File: src/rtl/codec_ctl_pkg.sv
package codec_ctl_pkg;
  localparam int BYTE_W  = 8;
  localparam int DIR_BIT = BYTE_W - 1;
  localparam int IDX_W   = BYTE_W - 1;

  localparam logic [IDX_W-1:0] IDX_VER  = 7'h20;
  localparam logic [IDX_W-1:0] IDX_SRST = 7'h22;
  localparam logic [IDX_W-1:0] IDX_HRST = 7'h23;
  localparam logic [IDX_W-1:0] IDX_CHOP = 7'h24;
  localparam logic [IDX_W-1:0] IDX_LAW  = 7'h26;

  typedef enum logic [2:0] {
    K_NONE,
    K_VER,
    K_NOP,
    K_SRST,
    K_HRST,
    K_CHOP,
    K_LAW
  } kind_e;

  typedef struct packed {
    logic  wr;
    kind_e kind;
  } cmd_t;

  typedef enum logic {
    S_IDLE,
    S_DATA
  } seq_state_e;
endpackage

File: src/rtl/codec_cmd_decode.sv
module codec_cmd_decode
  import codec_ctl_pkg::*;
(
  input  logic [BYTE_W-1:0] byte_i,
  output cmd_t              dec_o
);
  logic             wr;
  logic [IDX_W-1:0] idx;

  assign wr  = byte_i[DIR_BIT];
  assign idx = byte_i[IDX_W-1:0];

  always_comb begin
    dec_o.wr   = wr;
    dec_o.kind = K_NONE;
    case (idx)
      IDX_VER:  dec_o.kind = wr ? K_NOP : K_VER;
      IDX_SRST: dec_o.kind = wr ? K_SRST : K_NONE;
      IDX_HRST: dec_o.kind = wr ? K_HRST : K_NONE;
      IDX_CHOP: dec_o.kind = K_CHOP;
      IDX_LAW:  dec_o.kind = K_LAW;
      default:  dec_o.kind = K_NONE;
    endcase
  end
endmodule

File: src/rtl/codec_ctl_seq.sv
module codec_ctl_seq
  import codec_ctl_pkg::*;
#(
  parameter logic [BYTE_W-1:0] FILL = 8'hFF
) (
  input  logic              clk,
  input  logic              rst_n,
  input  logic              cmd_valid_i,
  input  cmd_t              dec_i,
  output logic              cmd_ready_o,
  input  logic              dat_valid_i,
  input  logic [BYTE_W-1:0] dat_byte_i,
  output logic              dat_ready_o,
  output logic              rd_stb_o,
  output kind_e             rd_kind_o,
  output logic              wr_stb_o,
  output kind_e             wr_kind_o,
  output logic              hrst_fire_o,
  output logic              local_rst_o,
  output logic              full_rst_o
);
  seq_state_e state_q;
  kind_e      pend_q;
  logic       local_rst_q, full_rst_q;
  logic       cmd_fire, dat_fire, fill_ok, srst_fire, hrst_fire;

  assign cmd_ready_o = (state_q == S_IDLE);
  assign dat_ready_o = (state_q == S_DATA);
  assign cmd_fire    = cmd_valid_i && cmd_ready_o;
  assign dat_fire    = dat_valid_i && dat_ready_o;
  assign fill_ok     = (dat_byte_i == FILL);

  assign rd_stb_o    = cmd_fire && !dec_i.wr && (dec_i.kind != K_NONE);
  assign rd_kind_o   = dec_i.kind;
  assign wr_stb_o    = dat_fire && ((pend_q == K_CHOP) || (pend_q == K_LAW));
  assign wr_kind_o   = pend_q;
  assign srst_fire   = dat_fire && (pend_q == K_SRST) && fill_ok;
  assign hrst_fire   = dat_fire && (pend_q == K_HRST) && fill_ok;
  assign hrst_fire_o = hrst_fire;
  assign local_rst_o = local_rst_q;
  assign full_rst_o  = full_rst_q;

  always_ff @(posedge clk) begin
    if (!rst_n) begin
      state_q     <= S_IDLE;
      pend_q      <= K_NONE;
      local_rst_q <= 1'b0;
      full_rst_q  <= 1'b0;
    end else begin
      local_rst_q <= srst_fire;
      full_rst_q  <= hrst_fire;
      case (state_q)
        S_IDLE: if (cmd_fire && dec_i.wr) begin
          state_q <= S_DATA;
          pend_q  <= dec_i.kind;
        end
        S_DATA: if (dat_fire) begin
          state_q <= S_IDLE;
          pend_q  <= K_NONE;
        end
        default: state_q <= S_IDLE;
      endcase
    end
  end


  wr_waits_data_chk: assert property (@(posedge clk) disable iff (!rst_n)
    (cmd_valid_i && cmd_ready_o && dec_i.wr) |=> (dat_ready_o && !cmd_ready_o));

  data_frees_cmd_chk: assert property (@(posedge clk) disable iff (!rst_n)
    (dat_valid_i && dat_ready_o) |=> cmd_ready_o);

  local_pulse_once_chk: assert property (@(posedge clk) disable iff (!rst_n)
    local_rst_o |=> !local_rst_o);

  full_pulse_once_chk: assert property (@(posedge clk) disable iff (!rst_n)
    full_rst_o |=> !full_rst_o);

  pulse_needs_fill_chk: assert property (@(posedge clk) disable iff (!rst_n)
    (local_rst_o || full_rst_o) |-> $past(dat_byte_i == FILL));
endmodule

File: src/rtl/codec_glob_regs.sv
module codec_glob_regs
  import codec_ctl_pkg::*;
#(
  parameter logic [BYTE_W-1:0] VERSION = 8'h01,
  parameter int CLK2_W  = 2,
  parameter int CLK1_W  = 4,
  parameter int LAW_BIT = 7,
  localparam int CHOP_W = CLK2_W + CLK1_W
) (
  input  logic              clk,
  input  logic              rst_n,
  input  logic              clr_i,
  input  logic              wr_stb_i,
  input  kind_e             wr_kind_i,
  input  logic [CHOP_W-1:0] chop_wdata_i,
  input  logic              law_wdata_i,
  input  logic              rd_stb_i,
  input  kind_e             rd_kind_i,
  output logic              rd_valid_o,
  output logic [BYTE_W-1:0] rd_data_o,
  output logic [CLK2_W-1:0] chop2_sel_o,
  output logic [CLK1_W-1:0] chop1_sel_o,
  output logic              law_mu_o
);
  logic [CHOP_W-1:0] chop_q;
  logic              law_q;
  logic [BYTE_W-1:0] chop_byte, law_byte, rd_mux;
  logic              rd_valid_q;
  logic [BYTE_W-1:0] rd_data_q;

  always_ff @(posedge clk) begin
    if (!rst_n || clr_i) begin
      chop_q <= '0;
      law_q  <= 1'b0;
    end else if (wr_stb_i) begin
      if (wr_kind_i == K_CHOP) chop_q <= chop_wdata_i;
      if (wr_kind_i == K_LAW)  law_q  <= law_wdata_i;
    end
  end

  // read images: every bit outside the stored field reads zero
  genvar gb;
  generate
    for (gb = 0; gb < BYTE_W; gb++) begin : g_img
      if (gb < CHOP_W) begin : g_chop
        assign chop_byte[gb] = chop_q[gb];
      end else begin : g_chop_rsvd
        assign chop_byte[gb] = 1'b0;
      end
      if (gb == LAW_BIT) begin : g_law
        assign law_byte[gb] = law_q;
      end else begin : g_law_rsvd
        assign law_byte[gb] = 1'b0;
      end
    end
  endgenerate

  always_comb begin
    case (rd_kind_i)
      K_VER:   rd_mux = VERSION;
      K_CHOP:  rd_mux = chop_byte;
      K_LAW:   rd_mux = law_byte;
      default: rd_mux = '0;
    endcase
  end

  always_ff @(posedge clk) begin
    if (!rst_n) begin
      rd_valid_q <= 1'b0;
      rd_data_q  <= '0;
    end else begin
      rd_valid_q <= rd_stb_i;
      if (rd_stb_i) rd_data_q <= rd_mux;
    end
  end

  assign rd_valid_o  = rd_valid_q;
  assign rd_data_o   = rd_data_q;
  assign chop2_sel_o = chop_q[CHOP_W-1 -: CLK2_W];
  assign chop1_sel_o = chop_q[CLK1_W-1:0];
  assign law_mu_o    = law_q;


  chop_rsvd_zero_chk: assert property (@(posedge clk) disable iff (!rst_n)
    (rd_valid_o && $past(rd_kind_i == K_CHOP)) |-> (rd_data_o[BYTE_W-1:CHOP_W] == '0));

  law_read_match_chk: assert property (@(posedge clk) disable iff (!rst_n)
    (rd_valid_o && $past(rd_kind_i == K_LAW)) |-> (rd_data_o[LAW_BIT] == $past(law_q)));

  regs_hold_chk: assert property (@(posedge clk) disable iff (!rst_n)
    ($past(!wr_stb_i && !clr_i)) |-> ($stable(chop_q) && $stable(law_q)));
endmodule

File: src/rtl/codec_ctl_top.sv
module codec_ctl_top
  import codec_ctl_pkg::*;
#(
  parameter logic [BYTE_W-1:0] VERSION = 8'h01,
  parameter logic [BYTE_W-1:0] FILL    = 8'hFF,
  parameter int CLK2_W  = 2,
  parameter int CLK1_W  = 4,
  parameter int LAW_BIT = 7,
  localparam int CHOP_W = CLK2_W + CLK1_W
) (
  input  logic              clk,
  input  logic              rst_n,
  input  logic              cmd_valid_i,
  output logic              cmd_ready_o,
  input  logic [BYTE_W-1:0] cmd_byte_i,
  input  logic              dat_valid_i,
  output logic              dat_ready_o,
  input  logic [BYTE_W-1:0] dat_byte_i,
  output logic              rd_valid_o,
  output logic [BYTE_W-1:0] rd_data_o,
  output logic              local_rst_o,
  output logic              full_rst_o,
  output logic [CLK2_W-1:0] chop2_sel_o,
  output logic [CLK1_W-1:0] chop1_sel_o,
  output logic              law_mu_o
);
  cmd_t  dec;
  logic  rd_stb, wr_stb, hrst_fire;
  kind_e rd_kind, wr_kind;

  codec_cmd_decode u_dec (
    .byte_i (cmd_byte_i),
    .dec_o  (dec)
  );

  codec_ctl_seq #(.FILL(FILL)) u_seq (
    .clk         (clk),
    .rst_n       (rst_n),
    .cmd_valid_i (cmd_valid_i),
    .dec_i       (dec),
    .cmd_ready_o (cmd_ready_o),
    .dat_valid_i (dat_valid_i),
    .dat_byte_i  (dat_byte_i),
    .dat_ready_o (dat_ready_o),
    .rd_stb_o    (rd_stb),
    .rd_kind_o   (rd_kind),
    .wr_stb_o    (wr_stb),
    .wr_kind_o   (wr_kind),
    .hrst_fire_o (hrst_fire),
    .local_rst_o (local_rst_o),
    .full_rst_o  (full_rst_o)
  );

  codec_glob_regs #(
    .VERSION (VERSION),
    .CLK2_W  (CLK2_W),
    .CLK1_W  (CLK1_W),
    .LAW_BIT (LAW_BIT)
  ) u_regs (
    .clk          (clk),
    .rst_n        (rst_n),
    .clr_i        (hrst_fire),
    .wr_stb_i     (wr_stb),
    .wr_kind_i    (wr_kind),
    .chop_wdata_i (dat_byte_i[CHOP_W-1:0]),
    .law_wdata_i  (dat_byte_i[LAW_BIT]),
    .rd_stb_i     (rd_stb),
    .rd_kind_i    (rd_kind),
    .rd_valid_o   (rd_valid_o),
    .rd_data_o    (rd_data_o),
    .chop2_sel_o  (chop2_sel_o),
    .chop1_sel_o  (chop1_sel_o),
    .law_mu_o     (law_mu_o)
  );


  full_rst_defaults_chk: assert property (@(posedge clk) disable iff (!rst_n)
    full_rst_o |-> (chop2_sel_o == '0 && chop1_sel_o == '0 && !law_mu_o));

  resp_after_read_chk: assert property (@(posedge clk) disable iff (!rst_n)
    rd_valid_o |-> $past(cmd_valid_i && cmd_ready_o && !cmd_byte_i[DIR_BIT]));

  version_value_chk: assert property (@(posedge clk) disable iff (!rst_n)
    (rd_valid_o && $past(cmd_byte_i == 8'h20)) |-> (rd_data_o == VERSION));

  soft_rst_keeps_regs_chk: assert property (@(posedge clk) disable iff (!rst_n)
    local_rst_o |-> ($stable(chop1_sel_o) && $stable(chop2_sel_o) && $stable(law_mu_o)));
endmodule

File: config.mk
export PLATFORM = sky130hd
export DESIGN_NAME = codec_ctl_top
export DESIGN_NICKNAME = d
export VERILOG_FILES = /design/src/rtl/codec_ctl_pkg.sv /design/src/rtl/codec_cmd_decode.sv /design/src/rtl/codec_ctl_seq.sv /design/src/rtl/codec_glob_regs.sv /design/src/rtl/codec_ctl_top.sv
export SDC_FILE = /design/constraint.sdc
export NUM_CORES = 1
export LEC_CHECK = 0
export ABC_AREA = 1
export BUFFER_PORTS_ARGS = -buffer_cell sky130_fd_sc_hd__buf_4
export CAP_MARGIN = 0
export CELL_PAD_IN_SITES_DETAIL_PLACEMENT = 2
export CELL_PAD_IN_SITES_GLOBAL_PLACEMENT = 2
export CORE_MARGIN = 4
export CORE_UTILIZATION = 25
export DETAILED_ROUTE_END_ITERATION = 10
export GPL_TIMING_DRIVEN = 1
export PLACE_DENSITY_LB_ADDON = 0.1
export SYNTH_ARGS = -nofsm -noshare
export SYNTH_HDL_FRONTEND = slang
export SYNTH_SLANG_ARGS = --single-unit
File: constraint.sdc
create_clock -name clk -period 1.5 [get_ports clk]
set_input_delay 0.075 -clock clk [delete_from_list [all_inputs] [get_ports clk]]
set_output_delay 0.075 -clock clk [all_outputs]
set_load 0.01 [all_outputs]
After elaboration in Yosys (flattened, before gate mapping)
Index checks and enable logic that the tools add are counted.
- bits in registers: 22
- bits of input ports: 20
- output and inout port bits: 20
- logic and storage cells: 53
- equality and inequality tests: 15
- mux-type cells: 11
- bitwise gates (word level): 1
- reduce and logical (&&, ||, !) cells: 18
- operators by type and width (cell ; count):
    7-bit by 6-bit equality test with 1-bit output, second input constant ; 5
    8-bit one-hot mux with 3 select lines ; 1
    3-bit equality test, second input constant ; 5
    3-bit one-hot mux with 5 select lines ; 1
    1-bit logical AND ; 10
    3-bit two-way mux ; 3
    8-bit equality test, second input constant ; 1
    3-bit one-hot mux with 2 select lines ; 1
    2-bit AND reduction ; 3
    2-bit two-way mux ; 2
    2-bit inequality test, second input constant ; 2
    3-bit by 1-bit equality test with 1-bit output, second input constant ; 1
    3-bit by 2-bit equality test with 1-bit output, second input constant ; 1
    3-bit nonzero test ; 1
    1-bit logical NOT ; 2
    1-bit logical OR ; 2
    1-bit two-way mux ; 2
    1-bit one-hot mux with 2 select lines ; 1
    1-bit inverter ; 1

Longest topological paths before layout
Gate-level depths: netlist of run 1.
- word-level depth: 5
- gate-level depth with buffers: 11
- depth with buffers taken out: 10

Modules after synthesis
A second synthesis of run 1 with hierarchy kept.
- cell total of the unflattened synthesis: 180
- area, all modules: 1134.8 µm²
- by module, submodules not included (module ; times used ; cells an instance ; area each (µm²) ; seq. area each (µm²)):
    codec_glob_regs ; 1 ; 102 ; 669.4 ; 300.3
    codec_ctl_seq ; 1 ; 49 ; 341.6 ; 120.1
    codec_cmd_decode ; 1 ; 29 ; 123.9 ; 0.0

Least setup slack after synthesis of run 1
OpenSTA, ideal clock, no wires.
- path kind: register to register
- start point: register u_seq.state_q (netlist: u_seq.dat_ready_o)
- end point: register u_regs.chop_q[0]
- setup time: 0.123 ns
- arrival: 1.158 ns
- data required time: 1.377 ns
- setup slack: 0.220 ns
- cell stages (with the launch flop): 6
- buffers on the path: 0
- period minus slack after synthesis: 1.280 ns
- cells stage by stage: dfxtp_1 nand2_1 nor3_4 nand3_1 nand2_1 a21oi_1
- cells in the longest elaborated chain, start to end: 4
- elaborated cells on any way between the ends: 6
- those cells by class: reduce/logical (6)
- ends and longest elaborated chain (element ; RTL line ; text):
    start, declared ; codec_ctl_seq.sv:22 ; seq_state_e state_q;
    start signal, assigned ; codec_ctl_seq.sv:45 ; state_q <= S_IDLE;
    start signal, assigned ; codec_ctl_seq.sv:54 ; state_q <= S_DATA;
    start signal, assigned ; codec_ctl_seq.sv:58 ; state_q <= S_IDLE;
    1-bit logical AND * ; codec_ctl_seq.sv:30 ; assign dat_fire = dat_valid_i && dat_ready_o;
    1-bit logical AND (2 in series) ; codec_ctl_seq.sv:38 ; assign hrst_fire = dat_fire && (pend_q == K_HRST) && fill_ok;
    1-bit logical OR ; codec_glob_regs.sv:32 ; if (!rst_n || clr_i) begin
    end signal, assigned ; codec_glob_regs.sv:36 ; if (wr_kind_i == K_CHOP) chop_q <= chop_wdata_i;
    end, declared ; codec_glob_regs.sv:25 ; logic [CHOP_W-1:0] chop_q;
Mark *: on every way between the ends. The rest lies on a longest branch, timed or not.
A chain may end at the register's enable or synchronous reset.

Worst setup path in the final report of run 1
- start point: register u_seq.state_q (netlist: u_seq.dat_ready_o)
- end point: register u_seq.pend_q[0] (netlist: u_seq.wr_kind_o[0])
- cells in the longest elaborated chain, start to end: 5
- elaborated cells on any way between the ends: 8
- those cells by class: eq/ne (2); mux (1); bitwise (1); reduce/logical (4)
- ends and longest elaborated chain (element ; RTL line ; text):
    1-bit inverter ; codec_ctl_seq.sv:27, codec_ctl_seq.sv:52 ;
    1-bit logical AND ; codec_ctl_seq.sv:29 ; assign cmd_fire = cmd_valid_i && cmd_ready_o;
    1-bit logical AND ; codec_ctl_seq.sv:53 ; S_IDLE: if (cmd_fire && dec_i.wr) begin
    2-bit inequality test (no source line) ; - ;
    2-bit AND reduction (no source line) ; - ;
    end signal, assigned ; codec_ctl_seq.sv:55 ; pend_q <= dec_i.kind;
    end, declared ; codec_ctl_seq.sv:23 ; kind_e pend_q;
Several ways; a longest one is shown, not always the timed one.

==> run summary, run 1 <==
Worst-path clk slew = 0.08 ns
R2R Setup Slk = 0.22 ns
Total track usage = 0.138
Hold Path Cell Cnt = 3
Final Core Density = 0.356
Post-cts resize count = 0
Worst skew pair latency = 0.26 ns
Synthesized instance count = 150
Initial antenna violation count = 0
Most frequent cells in the layout = 42 x buf_4, 37 x nand2_1, 21 x dfxtp_1, 18 x a21oi_1, 18 x nand3_1
# clock sinks = 21
Die footprint = 0.00529 mm2
Drt first pass iters = 4
Synthesized flop and latch total = 21
Post-CTS Setup Inserts = 0
Min-delay worst type = input pin to flip-flop
Hold-fix buffers at CTS = 0
Largest stage delay, worst path = 0.38 ns
Die height = 72.7 um
Root Buffer = clkbuf_8
H-tree depth = 1
Global route overflow = 0
Largest net degree at the start of global routing = 14
Critical R2R Capture = u_seq.wr_kind_o[0]
Final wirelength = 3390 um
Vias in the first global route = 1,203
CTS tree = done
Rows = 23
Sequential fraction of the synthesis area = 0.401
CP max FO = 6
Post-synth EDFFs = 0
WHS Endpoint = u_regs.rd_data_o[3]
Syn Std Cell Area = 0.00105 mm2
Initial core utilization = 0.260
Post-DRT Antenna Nets = 0
Hold Startpoint = rst_n
Max-cap viol count = 0
Final Cell Area = 0.00143 mm2
Average cell area after synthesis = 6.98 um2
Routed WL per cell = 14.1 um
Clock tree buffer depth = 2
Nets = 212
Crit start category = flip-flop
Minimum clock period = 1.28 ns
WP data required = 1.64 ns
Final hold vios = 0
Outcome = finished, final reports clean
Chip width = 72.7 um
Iter 0 DRT Violations = 23
CTS Buf Count = 3
Slowest CP cell = nor3_1
Lkg Pwr = 0.616 nW
Crit path DAT = 1.42 ns
GPL Wtd Cong = 0.752
Number of top-level pins = 40
Reg2reg start = u_seq.dat_ready_o
Yosys warnings = 0
Commonest non-fill, non-tap cell in the layout = buf_4
Area after DPL = 0.00139 mm2
Pwr Density = 745 mW/mm2
Post-synth ARST share = 0
Max Slew Vio Count = 0
Unrepaired setup endpoints after global routing = no
Top FF cell, synth = dfxtp_1
FF/Latch Area = 420 um2
DP HPWL = 2890 um
Period utilization = 0.851
Routed via count = 1,098
Via density = 4.56
Total core area = 0.00403 mm2
Filler Cell Count = 490
# diodes = 0
Syn-to-layout area delta = 36.8%
PortBufs = 38
WS Path Type = flip-flop to flip-flop
Synth cell types = 22
CP Capture Type = flip-flop
Setup-failing EPs final = 0
First-pass GRT wire length = 5760 um
Crit-path cells = nor3_1 -> inv_1 -> nand2_1 -> inv_1 -> nand2_1 -> a21oi_1
Syn_nets = 170
Share of post-route cells with drive strength above 1 = 0.288
Skew final = 0.00422 ns
Multi-input gate area = 532 um2
Worst Reg-to-Reg Cells = 6
DRC = 0
Max Freq = 783 MHz
Setup TNS = 0 ns
VDD IR max = 438 uV
[synth_stat cells (2+ instances only)]
master   instances  area, um2
nand3_2          3       30.0
nand2_1         37        139
inv_1           15       56.3
o21ai_0          2       10.0
nor2_2           2       12.5
dfxtp_1         21        420
nand4_1          4       25.0
nor3_1           3       15.0
nand3_1         18       90.1
a21oi_1         18       90.1
buf_6            2       22.5
nor2_1          15       56.3
[critical path, delay by kind of cell (launching register included)]
kind,cells,cell delay (ns)
AO/OA/AOI/OAI,1,0.07
buffers and inverters,2,0.19
flip-flops,1,0.36
AND/OR/NAND/NOR,3,0.54
[logic make-up (layout without fill, tap and decap cells)]
kind of cell | count (synthesis) | in the layout | synth area share
buffers and inverters | 20 | 61 | 0.0908
AO/OA/AOI/OAI | 21 | 21 | 0.104
other | 1 | 1 | 0.00358
flip-flops | 21 | 21 | 0.401
AND/OR/NAND/NOR | 87 | 87 | 0.400
[worst max path at each step]
stage,startpoint,to,slack (ns),depth (start not counted)
4_1_cts,u_seq.dat_ready_o,u_seq.wr_kind_o[0],0.19,6
3_5_place_dp,cmd_byte_i[5],u_regs.rd_data_o[7],0.05,10
3_3_place_gp,cmd_byte_i[6],u_regs.rd_data_o[7],0.19,9
2_1_floorplan,u_seq.dat_ready_o,u_regs.chop_q[0],0.22,5
5_1_grt,u_seq.dat_ready_o,u_seq.wr_kind_o[0],0.004,6
6_report,u_seq.dat_ready_o,u_seq.wr_kind_o[0],0.22,6
[where the power goes]
part | total [mW] | switching (mW) | internal, mW
clock network | 0.373 | 0.188 | 0.185
registers | 0.565 | 0.00397 | 0.561
logic | 0.129 | 0.0716 | 0.0576
total | 1.07 | 0.263 | 0.804
[state kept, by name, indices dropped and copies added (netlist names)]
name               count
u_seq.wr_kind_o        3
u_regs.rd_data_o       7
u_seq.full_rst_o       1
u_regs.chop_q          6
u_regs.rd_valid_o      1
u_regs.law_mu_o        1
u_seq.local_rst_o      1
u_seq.dat_ready_o      1
[per-layer routing]
metal  routed length [um]  global-route usage
met4                   13              0.0184
met5                    0                   0
met2                 1780               0.249
met3                  137              0.0358
met1                 1450               0.166
[per-stage QoR]
stage                     worst slack [ns]  cells  hold WS, ns  total power, mW
final                                0.223    241       0.0956             1.07
after global placement               0.190    237        0.372            0.704
after floorplan                      0.220    150        0.238            0.640
after CTS                            0.188    241       0.0884             1.09
after detailed placement            0.0541    237        0.373            0.709
after global routing               0.00370    241        0.102             1.13
[cell type report]
cell class,count,area share
Clock buffer,3,0.0288
Tap cell,50,0.0437
Clock inverter,1,0.00349
Sequential cell,21,0.293
Timing Repair Buffer,42,0.220
Multi-Input combinational cell,109,0.371
Inverter,15,0.0393
No activity file was read; power rests on OpenSTA's default activity.
==> inputs of run 2 (changes only) <==
PLACE_DENSITY = 0.75   (was not set)
PLACE_DENSITY_LB_ADDON = not set   (was 0.1)
==> run summary, run 2 (synthesized netlist as in run 1, its figures left out) <==
Die footprint = 0.00529 mm2 (unchanged)
First-pass GRT wire length = 5890 um (+2.2%)
Worst Path Buf+Inv = 0 (-2)
Unrepaired setup endpoints after global routing = no
Most used cell, CP = nand2_1
Reg2reg start = u_seq.dat_ready_o
Reg power frac = 0.524 (-0.006)
# diodes = 0 (unchanged)
Commonest non-fill, non-tap cell in the layout = buf_4
Worst Reg-to-Reg Cells = 5 (-1)
R2R Setup Slk = 0.14 ns (-0.08 ns)
Setup-failing EPs final = 0 (unchanged)
Min-delay worst type = input pin to flip-flop
Non-filler instance count after layout = 240 (-0.41%)
CTS Buf Count = 3 (unchanged)
Sw Pwr = 0.276 mW (+4.9%)
DP Worst Slack = 0.0612 ns (+0.00711 ns)
Hold Path Cell Cnt = 3 (unchanged)
GPL Wtd Cong = 0.727 (-3.3%)
Nets = 211 (-0.47%)
Max-cap viol count = 0 (unchanged)
Number of top-level pins = 40 (unchanged)
WHS Endpoint = u_regs.rd_data_o[4]
Vias in the first global route = 1,278 (+6.2%)
Critical Path Start = u_seq.dat_ready_o
Dpl cells = 236 (-0.42%)
Most frequent cells in the layout = 41 x buf_4, 37 x nand2_1, 21 x dfxtp_1, 18 x a21oi_1, 18 x nand3_1
Hold-fix buffers at CTS = 0 (unchanged)
Chip width = 72.7 um (unchanged)
Crit start category = flip-flop
Pwr Total = 1.08 mW (+1.2%)
Max Slew Vio Count = 0 (unchanged)
CTS tree = done
Delay-heaviest family, CP = simple AND/OR/NAND/NOR gates
Outcome = finished, final reports clean
WS Path Type = flip-flop to flip-flop
Rows = 23 (unchanged)
CP max FO = 7 (+1)
Worst skew pair latency = 0.26 ns (about the same)
Syn-to-layout area delta = 36.1%
Largest net degree at the start of global routing = 14 (unchanged)
Max Freq = 737 MHz (-5.9%)
Routed WL per cell = 14.7 um (+4.9%)
Lkg Pwr = 0.610 nW (-0.89%)
Filler Cell Count = 487 (-0.61%)
DRC = 0 (unchanged)
Clock tree buffer depth = 2 (unchanged)
H-tree depth = 1 (unchanged)
WP data required = 1.64 ns (about the same)
Skew final = 0.00120 ns (-0.00302 ns)
Die height = 72.7 um (unchanged)
Final worst slack = 0.143 ns (-0.0805 ns)
# clock sinks = 21 (unchanged)
Crit-path cells = nand2_1 -> nor3_4 -> nand3_1 -> nand2_1 -> a21oi_1
Slowest CP cell = dfxtp_1
Final wirelength = 3540 um (+4.5%)
Global route overflow = 0 (unchanged)
Share of post-route cells with drive strength above 1 = 0.284 (-0.00375)
Hold WS = 0.100 ns (+0.00442 ns)
Internal = 0.804 mW (about the same)
DP HPWL = 2860 um (-1.1%)
Largest stage delay, worst path = 0.44 ns (+0.06 ns)
Iter 0 DRT Violations = 60 (+160%)
FF/Latch Area = 420 um2 (unchanged)
Initial antenna violation count = 0 (unchanged)
Max reg flops = 7 (unchanged)
Comb pwr share = 0.120 (about the same)
Drt first pass iters = 4 (unchanged)
Multi-input gate area = 532 um2 (unchanged)
Pwr Density = 758 mW/mm2 (+1.8%)
Post-CTS Setup Inserts = 0 (unchanged)
Minimum clock period = 1.36 ns (+0.0805 ns)
Total core area = 0.00403 mm2 (unchanged)
Setup TNS = 0 ns (unchanged)
CP Capture Type = flip-flop
Critical R2R Capture = u_regs.chop_q[2]
Net Sw Frac = 0.256 (+0.00894)
Post-cts resize count = 0 (unchanged)
Worst-path clk slew = 0.08 ns (about the same)
Period utilization = 0.905 (+0.0537)
Post-DRT Antenna Nets = 0 (unchanged)
Via density = 4.79 (+5.2%)
Clock share of power = 0.356 (+0.007)
Routed via count = 1,150 (+4.7%)
Initial core utilization = 0.260 (unchanged)
Root Buffer = clkbuf_8
Crit path DAT = 1.50 ns (+0.08 ns)
Total track usage = 0.138 (about the same)
Final hold vios = 0 (unchanged)
VDD IR max = 437 uV (-0.37%)
Hold Startpoint = rst_n
PortBufs = 38 (unchanged)
## run 2: cell type report
class,instances,area share
inverters,15,0.0395
flip-flops and latches,21,0.295
clock buffers,3,0.0290
multi-input cells,109,0.373
repair buffers,41,0.216
well taps,50,0.0439
clock inverters,1,0.00351
## run 2: worst min-delay path, cell delays in order
cell,delay (ns)
buf_4,0.14
nand2_1,0.07
nor2_1,0.04
## run 2: worst max-delay path by stage
stage                          end  slack [ns]  cells past startpoint
3_3_place_gp   u_regs.rd_data_o[7]        0.19                      9
2_1_floorplan     u_regs.chop_q[0]        0.22                      5
5_1_grt           u_regs.chop_q[2]       0.003                      5
6_report          u_regs.chop_q[2]        0.14                      5
3_5_place_dp   u_regs.rd_data_o[7]        0.06                     11
4_1_cts           u_regs.chop_q[2]        0.14                      5
## run 2: power by group through the flow
stage	Sequential [mW]	Clock, mW	Combinational, mW
final	0.566	0.384	0.130
after global routing	0.567	0.428	0.144
after CTS	0.566	0.401	0.132
after detailed placement	0.579	0	0.131
after global placement	0.578	0	0.125
after floorplan	0.579	0	0.0608
## run 2: through the flow
step                utilization  cell area (um2)
floorplan                     -             1050
global placement          0.342             1380
detailed placement        0.342             1380
CTS                       0.354             1430
global route              0.354             1430
finish                    0.354             1430
## run 2: metal layers
layer | wire, um | vias to the layer above | track usage
met5 | 0 | - | 0
met1 | 1500 | 558 | 0.164
met3 | 145 | 2 | 0.0317
li1 | - | 570 | -
met4 | 13 | 0 | 0.0123
met2 | 1880 | 20 | 0.259
